<file path="config.mk">
export PLATFORM = sky130hd
export DESIGN_NAME = div_dual_round
export DESIGN_NICKNAME = d
export VERILOG_FILES = /design/src/rtl/div_dual_round_pkg.sv /design/src/rtl/div_operand_prep.sv /design/src/rtl/div_restoring_core.sv /design/src/rtl/div_sign_fix.sv /design/src/rtl/div_dual_round.sv
export SDC_FILE = /design/constraint.sdc
export NUM_CORES = 1
export LEC_CHECK = 0
export ABC_AREA = 1
export BUFFER_PORTS_ARGS = -buffer_cell sky130_fd_sc_hd__buf_2
export CAP_MARGIN = 15
export CELL_PAD_IN_SITES_DETAIL_PLACEMENT = 1
export CELL_PAD_IN_SITES_GLOBAL_PLACEMENT = 2
export CORE_MARGIN = 2
export CORE_UTILIZATION = 34
export CTS_CLUSTER_DIAMETER = 40
export DETAILED_ROUTE_END_ITERATION = 12
export PLACE_DENSITY_LB_ADDON = 0.1
export RECOVER_POWER = 50
export SLEW_MARGIN = 20
export SYNTH_ARGS = -nofsm -noshare
export SYNTH_HDL_FRONTEND = slang
export SYNTH_HIERARCHICAL = 1
export SYNTH_SLANG_ARGS = --single-unit
</file>
<file path="constraint.sdc">
create_clock -name clk -period 3.2 [get_ports clk]
set_input_delay 0.64 -clock clk [delete_from_list [all_inputs] [get_ports clk]]
set_output_delay 0.64 -clock clk [all_outputs]
set_load 0.02 [all_outputs]
</file>
<file path="src/rtl/div_dual_round_pkg.sv">
package div_dual_round_pkg;

   typedef enum logic [1:0] {
      DV_IDLE = 2'd0,
      DV_ITER = 2'd1,
      DV_FIX  = 2'd2
   } dv_state_e;

   function automatic int dv_max3(input int x, input int y, input int z);
      int m;
      m = (x > y) ? x : y;
      return (m > z) ? m : z;
   endfunction

endpackage

</file>
<file path="src/rtl/div_operand_prep.sv">
module div_operand_prep #(
   parameter int IN_W  = 16,
   parameter int OUT_W = 17
) (
   input  logic [IN_W-1:0]  raw,
   input  logic             is_signed,
   output logic [OUT_W-1:0] ext,
   output logic [OUT_W-1:0] mag,
   output logic             neg
);
   localparam int PAD_W = OUT_W - IN_W;

   logic fill;

   generate
      if (PAD_W < 1) begin : g_bad_width
         $error("div_operand_prep: OUT_W must exceed IN_W");
      end
   endgenerate

   always_comb begin
      fill = is_signed & raw[IN_W-1];
      ext  = {{PAD_W{fill}}, raw};
      neg  = ext[OUT_W-1];
      mag  = neg ? (~ext + 1'b1) : ext;
   end

endmodule

</file>
<file path="src/rtl/div_restoring_core.sv">
module div_restoring_core #(
   parameter int W = 17
) (
   input  logic         clk,
   input  logic         rst_n,
   input  logic         load,
   input  logic         step,
   input  logic [W-1:0] dvd_mag,
   input  logic [W-1:0] dsr_mag,
   output logic [W-1:0] q_mag,
   output logic [W-1:0] r_mag
);
   logic [W-1:0] acc_q;
   logic [W-1:0] shf_q;
   logic [W-1:0] dsr_q;
   logic [W-1:0] shifted;
   logic [W:0]   trial;
   logic         fits;

   always_comb begin
      shifted = {acc_q[W-2:0], shf_q[W-1]};
      trial   = {1'b0, shifted} - {1'b0, dsr_q};
      fits    = ~trial[W];
   end

   always_ff @(posedge clk or negedge rst_n) begin
      if (!rst_n) begin
         acc_q <= '0;
         shf_q <= '0;
         dsr_q <= '0;
      end else if (load) begin
         acc_q <= '0;
         shf_q <= dvd_mag;
         dsr_q <= dsr_mag;
      end else if (step) begin
         acc_q <= fits ? trial[W-1:0] : shifted;
         shf_q <= {shf_q[W-2:0], fits};
      end
   end

   assign q_mag = shf_q;
   assign r_mag = acc_q;

endmodule

</file>
<file path="src/rtl/div_sign_fix.sv">
module div_sign_fix #(
   parameter int W = 17
) (
   input  logic [W-1:0] q_mag,
   input  logic [W-1:0] r_mag,
   input  logic         dvd_neg,
   input  logic         dsr_neg,
   input  logic [W-1:0] dvd_ext,
   input  logic [W-1:0] dsr_ext,
   input  logic         floor_sel,
   input  logic         zero_dsr,
   output logic [W-1:0] q_res,
   output logic [W-1:0] r_res
);
   logic [W-1:0] q_trunc;
   logic [W-1:0] r_trunc;
   logic         signs_differ;
   logic         bump;

   always_comb begin
      signs_differ = dvd_neg ^ dsr_neg;
      q_trunc      = signs_differ ? (~q_mag + 1'b1) : q_mag;
      r_trunc      = dvd_neg ? (~r_mag + 1'b1) : r_mag;
      bump         = floor_sel & signs_differ & (|r_mag);
      if (zero_dsr) begin
         q_res = '1;
         r_res = dvd_ext;
      end else if (bump) begin
         q_res = q_trunc - 1'b1;
         r_res = r_trunc + dsr_ext;
      end else begin
         q_res = q_trunc;
         r_res = r_trunc;
      end
   end

endmodule

</file>
<file path="src/rtl/div_dual_round.sv">
module div_dual_round
   import div_dual_round_pkg::*;
#(
   parameter int A_W = 16,
   parameter int B_W = 12,
   parameter int Y_W = 16
) (
   input  logic           clk,
   input  logic           rst_n,
   input  logic           start,
   input  logic           floor_mode,
   input  logic [A_W-1:0] dvd_in,
   input  logic           dvd_signed,
   input  logic [B_W-1:0] dsr_in,
   input  logic           dsr_signed,
   output logic [Y_W-1:0] quotient,
   output logic [Y_W-1:0] remainder,
   output logic           div_zero,
   output logic           busy,
   output logic           done
);
   localparam int WORK_W = dv_max3(A_W, B_W, Y_W) + 1;
   localparam int CNT_W  = $clog2(WORK_W + 1);
   localparam logic [CNT_W-1:0] CNT_LOAD = CNT_W'(WORK_W);

   generate
      if (A_W < 2 || B_W < 2 || Y_W < 2) begin : g_bad_params
         $error("div_dual_round: operand and result widths must be at least 2");
      end
   endgenerate

   dv_state_e         state_q;
   logic [CNT_W-1:0]  cnt_q;
   logic [WORK_W-1:0] a_ext, a_mag, b_ext, b_mag;
   logic              a_neg, b_neg;
   logic [WORK_W-1:0] a_ext_q, b_ext_q;
   logic              a_neg_q, b_neg_q, floor_q, zero_q;
   logic [WORK_W-1:0] q_mag, r_mag, q_res, r_res;
   logic              accept;
   logic              stepping;

   div_operand_prep #(.IN_W(A_W), .OUT_W(WORK_W)) u_prep_dvd (
      .raw(dvd_in), .is_signed(dvd_signed), .ext(a_ext), .mag(a_mag), .neg(a_neg)
   );

   div_operand_prep #(.IN_W(B_W), .OUT_W(WORK_W)) u_prep_dsr (
      .raw(dsr_in), .is_signed(dsr_signed), .ext(b_ext), .mag(b_mag), .neg(b_neg)
   );

   assign accept   = start && (state_q == DV_IDLE);
   assign stepping = (state_q == DV_ITER);

   div_restoring_core #(.W(WORK_W)) u_core (
      .clk(clk), .rst_n(rst_n), .load(accept), .step(stepping),
      .dvd_mag(a_mag), .dsr_mag(b_mag), .q_mag(q_mag), .r_mag(r_mag)
   );

   div_sign_fix #(.W(WORK_W)) u_fix (
      .q_mag(q_mag), .r_mag(r_mag), .dvd_neg(a_neg_q), .dsr_neg(b_neg_q),
      .dvd_ext(a_ext_q), .dsr_ext(b_ext_q), .floor_sel(floor_q),
      .zero_dsr(zero_q), .q_res(q_res), .r_res(r_res)
   );

   always_ff @(posedge clk or negedge rst_n) begin
      if (!rst_n) begin
         state_q <= DV_IDLE;
         cnt_q   <= '0;
         a_ext_q <= '0;
         b_ext_q <= '0;
         a_neg_q <= 1'b0;
         b_neg_q <= 1'b0;
         floor_q <= 1'b0;
         zero_q  <= 1'b0;
      end else begin
         case (state_q)
            DV_IDLE: begin
               if (start) begin
                  state_q <= DV_ITER;
                  cnt_q   <= CNT_LOAD;
                  a_ext_q <= a_ext;
                  b_ext_q <= b_ext;
                  a_neg_q <= a_neg;
                  b_neg_q <= b_neg;
                  floor_q <= floor_mode;
                  zero_q  <= ~|b_mag;
               end
            end
            DV_ITER: begin
               cnt_q <= cnt_q - 1'b1;
               if (cnt_q == CNT_W'(1)) state_q <= DV_FIX;
            end
            DV_FIX:  state_q <= DV_IDLE;
            default: state_q <= DV_IDLE;
         endcase
      end
   end

   always_ff @(posedge clk or negedge rst_n) begin
      if (!rst_n) begin
         quotient  <= '0;
         remainder <= '0;
         div_zero  <= 1'b0;
         done      <= 1'b0;
      end else begin
         done <= (state_q == DV_FIX);
         if (state_q == DV_FIX) begin
            quotient  <= q_res[Y_W-1:0];
            remainder <= r_res[Y_W-1:0];
            div_zero  <= zero_q;
         end
      end
   end

   assign busy = (state_q != DV_IDLE);

endmodule

</file>
# --- Word-level counts from Yosys, hierarchy flattened ---
# Cells that the tools add are included.
totals:
  regBits: 125
  in_bits: 34
  output_inout_bits: 35
  wordCells: 67
op_classes:
  addsub: 8
  n_eq_ne: 5
  n_mux: 18
  bitwise: 10
  n_reduce_logical: 11
ops:
  columns: ["cell", "count"]
  rows:
  - ["$mux 17", 7]
  - ["$mux 16", 6]
  - ["$add 17x1->17 const B", 2]
  - ["$not 17->17", 2]
  - ["$reduce_or 17->1", 2]
  - ["$add 16x1->16 const B", 2]
  - ["$not 16->16", 2]
  - ["$sub 17x17->18", 1]
  - ["$add 16x16->16", 1]
  - ["$sub 16x1->16 const B", 1]
  - ["$pmux 5 s2", 1]
  - ["$reduce_and 2->1", 3]
  - ["$reduce_bool 2->1", 3]
  - ["$eq 5x1->1 const B", 1]
  - ["$mux 5", 1]
  - ["$sub 5x1->5 const B", 1]
  - ["$and 1x1->1", 4]
  - ["$mux 2", 2]
  - ["$pmux 2 s2", 1]
  - ["$eq 2x1->1 const B", 1]
  - ["$eq 2x2->1 const B", 1]
  - ["$logic_not 2->1", 1]
  - ["$ne 2x1->1 const B", 1]
  - ["$ne 2x2->1 const B", 1]
  - ["other kinds (4)", 4]

# --- Logic depth before layout (Yosys ltp) ---
logic_depth:
  word_depth: 6
  mapped_depth: 21
  mapped_depth_nobuf: 21

# --- Cells and area by module ---
# Netlist, hierarchy kept.
by_module_without_submodules:
  columns: ["mod", "instances", "cells_per_inst", "area_per_inst_um2", "seq_area_each_um2"]
  rows:
  - ["div_restoring_core", 1, 480, 3321.9, 1276.2]
  - ["div_dual_round", 1, 362, 3108.0, 1976.9]
  - ["div_sign_fix", 1, 514, 2632.5, 0.0]
  - ["div_operand_prep (u_prep_dvd)", 1, 116, 630.6, 0.0]
  - ["div_operand_prep (u_prep_dsr)", 1, 89, 483.0, 0.0]

# --- Worst setup path after synthesis ---
# No wires, ideal clock.
synth_path:
  path_kind: "register to register"
  start: "register u_core.acc_q[0], in the netlist u_core/r_mag[0]"
  end: "register remainder[12]"
  setup_ns: 0.116
  arrival_ns: 2.593
  required_time_ns: 3.084
  slack_ns: 0.491
  stages_incl_launch_ff: 20
  n_path_buf: 0
  synth_period_minus_slack_ns: 2.709
  cell_sequence: "dfrtp_1 -> inv_1 -> ha_1 -> nand2_1 -> nor3_1 -> or2_2 -> xnor2_1 -> ha_1 -> nand2_1 -> nor2_1 -> nand2_1 -> nand2_1 -> a21oi_1 -> or2_2 -> nand3_1 -> nand2_1 -> nand2_1 -> nand2_1 -> nand2_1 -> nand2_1"
synth_via:
  elab_chain_cells: 6
  elab_cells_between_ends: 8
  classes_between: "add/sub: 2; mux: 3; bitwise: 2; reduce/logical: 1"
synth_rtl:
  columns: ["element", "line", "rtl"]
  rows:
  - ["start, declared", "div_restoring_core.sv:13", "logic [W-1:0] acc_q;"]
  - ["start signal, assigned", "div_restoring_core.sv:36", "acc_q <= fits ? trial[W-1:0] : shifted;"]
  - ["$not 16->16", "div_sign_fix.sv:23", "r_trunc = dvd_neg ? (~r_mag + 1'b1) : r_mag;"]
  - ["$add 16x1->16", "div_sign_fix.sv:23", null]
  - ["$mux 16", "div_sign_fix.sv:23", null]
  - ["$add 16x16->16", "div_sign_fix.sv:30", "r_res = r_trunc + dsr_ext;"]
  - ["$mux 16 (*)", "div_sign_fix.sv:28", "end else if (bump) begin"]
  - ["$mux 16 (*)", "div_sign_fix.sv:25", "if (zero_dsr) begin"]
  - ["net r_res[12]", "div_dual_round.sv:38", "logic [WORK_W-1:0] q_mag, r_mag, q_res, r_res;"]
  - ["end signal, assigned", "div_dual_round.sv:108", "remainder <= r_res[Y_W-1:0];"]
  - ["end, declared", "div_dual_round.sv:17", "output logic [Y_W-1:0] remainder,"]
# Mark *: on every way through the listed nets, which the timed path passes. The rest lies on a longest branch.
# A chain may end at the register's enable or synchronous reset.

# --- Worst setup path in the final report ---
layout_path:
  start: "register state_q[1]"
  end: "register zero_q"
layout_via:
  elab_chain_cells: 2
layout_rtl:
  columns: ["element", "line", "rtl"]
  rows:
  - ["start, declared", "div_dual_round.sv:32", "dv_state_e state_q;"]
  - ["start signal, assigned", "div_dual_round.sv:66", "state_q <= DV_IDLE;"]
  - ["start signal, assigned", "div_dual_round.sv:78", "state_q <= DV_ITER;"]
  - ["start signal, assigned", "div_dual_round.sv:90", "if (cnt_q == CNT_W'(1)) state_q <= DV_FIX;"]
  - ["$logic_not 2->1", "div_dual_round.sv:75", "case (state_q)"]
  - ["$reduce_and 2->1 (no source line)", null, null]
  - ["end signal, assigned", "div_dual_round.sv:85", "zero_q <= ~|b_mag;"]
  - ["end, declared", "div_dual_round.sv:37", "logic a_neg_q, b_neg_q, floor_q, zero_q;"]
# No other way between the ends.

==> flow_summary.yaml <==
timing:
  fin_tns_setup_ns: 0
  fmax_ghz: 0.339
  worstMarginPinSlew_ns: 2.01
  max_slew_margin: -0.337
  setup-violations-final: 0
  skew_ns: 0.0186
  slew_viol_final: 107
  period_needed_ns: 2.95
  finalHoldViolCount: 0
  post-route-period-util: 0.923
cells_and_area:
  antenna_cells: 0
  utilization: 0.384
  layout-drive-gt1-share: 0.128
  syn_to_final_growth_pct: 10.9
  fin_nets: 1633
routing:
  dr.pass1.iters: 4
  totalWireLength_um: 31600
  vias_per_cell: 4.83
  drt_iter0_markers: 536
  antenna_left: 0
  wl_per_cell_um: 16.2
  drc: 0
  vias: 9426
critical_path:
  critPathMaxFanout: 42
  worst_r2r_path_depth: 6
  start_kind: "register"
  cp.required_ns: 3.50
  arrival_ns: 3.25
  criticalPathCategory: "reg2reg"
  cp-end-kind: "register"
grt:
  grt_pass1_vias: 9431
  track_usage: 0.215
  antenna_found_initial: 0
  grt_max_degree: 64
  grt-ovfl-total: 0
  grt_pass1_wl_um: 51900
floorplanning:
  die_h_um: 175
  die_area_um2: 30700
  die_x_um: 175
  rows: 62
  core_um2: 28800
  ios: 69
  start_util: 0.346
placed_design:
  gp_congestion: 0.860
  portBuffers: 68
  dp_hpwl_um: 24900
synthesis:
  syn_area_per_cell_um2: 6.54
  ys_warn_count: 6
  syn_inst: 1524
  synth_area_um2: 9960
hold_path:
  hold_class: "in2reg"
  hold_depth: 3
clocking:
  clock_sinks: 128
  path_clk_slew_ns: 0.08
  cts_max_level: 4
  cts_tree: "built"
  cts_max_path_buffers: 2
  cts_buffers: 17
  clk_latency_ns: 0.44
  root_buffer: "clkbuf_16"
power:
  power.density_nw_per_um2: 1230
  p_leak_nw: 6.11
  ir_drop_v: 0.000434
run:
  drv_cap: 2
run_status:
  violations: "max-capacitance violations, max-slew violations"
  status: "complete, but fails checks"
worst max-delay path, stage by stage, from the launching register on:
cell	delay (ns)
dfrtp_1	0.39
nor2_2	0.07
nand2_2	0.07
clkbuf_1	1.43
nor2_1	0.32
nand3_1	0.40
nand2_1	0.10
layer usage:
layer | track usage | vias to the layer above | wire (um)
met5 | 0 | - | 0
met4 | 0.0434 | 0 | 338
met3 | 0.0274 | 15 | 748
met2 | 0.332 | 110 | 13700
met1 | 0.320 | 4515 | 16900
li1 | - | 4786 | -
registers in the layout, summed over array words and instances (netlist names), 5 cells and up:
| signal | flops |
|---|---|
| u_core/dsr_q | 17 |
| u_core/q_mag | 17 |
| u_core/r_mag | 17 |
| a_ext_q | 16 |
| b_ext_q | 16 |
| quotient | 16 |
| remainder | 16 |
| cnt_q | 5 |
path summary, 6_finish.rpt:
kind,from,end,slack (ns)
max,state_q[1],zero_q,0.25
min,floor_mode,floor_q,0.40
max reg2reg,state_q[1],zero_q,0.25
min reg2reg,div_zero,div_zero,0.47
max in group asynchronous,rst_n,remainder[12],0.82
min in group asynchronous,rst_n,cnt_q[4],0.61
power by group:
part	switching (mW)	internal (mW)	total [mW]
sequential	0.658	2.29	2.95
combinational	5.73	2.96	8.69
clock	0.924	1.05	1.97
total	7.31	6.30	13.6
stage by stage:
step	hold WS [ns]	instances	area (um2)	setup slack, ns	total power, mW
floorplan	0.344	1528	9970	0.502	9.20
global placement	0.458	1920	10400	0.249	11.4
detailed placement	0.462	1920	10400	0.157	11.6
CTS	0.207	1952	11000	0.143	13.6
global route	0.401	1953	11000	-0.0303	15.1
finish	0.401	1953	11000	0.248	13.6
what timing repair did:
item | CTS | global route
hold buffers | 0 | 0
setup buffers | 0 | 1
resized for setup | 0 | 8
setup endpoints to repair | 0 | 7
area by class of cell:
type                            count  area, um2
Clock buffer                       17        425
Clock inverter                     15        164
Fill cell                        3773      17700
Inverter                          180        683
Multi-Input combinational cell   1137       5580
Sequential cell                   128       3200
Tap cell                          384        480
Timing Repair Buffer               92        507
layout by cell type, fill, tap and decap left out, drive strengths merged, types with 2 or more instances in the layout:
master and count:
nand2 641, inv 188, dfrtp 128, nor2 122
nand3 118, buf 87, a21oi 51, o21ai 50
ha 41, xor2 24, clkbuf 22, nor3 14
o221ai 13, or2 10, xnor2 8, nand4 7
a31oi 6, conb 6, nand3b 5, clkinv 5
o21bai 4, clkinvlp 2, a22oi 2, o211ai 2
fa 2, o21a 2, a21boi 2
Power figures use the tool's default switching activity.
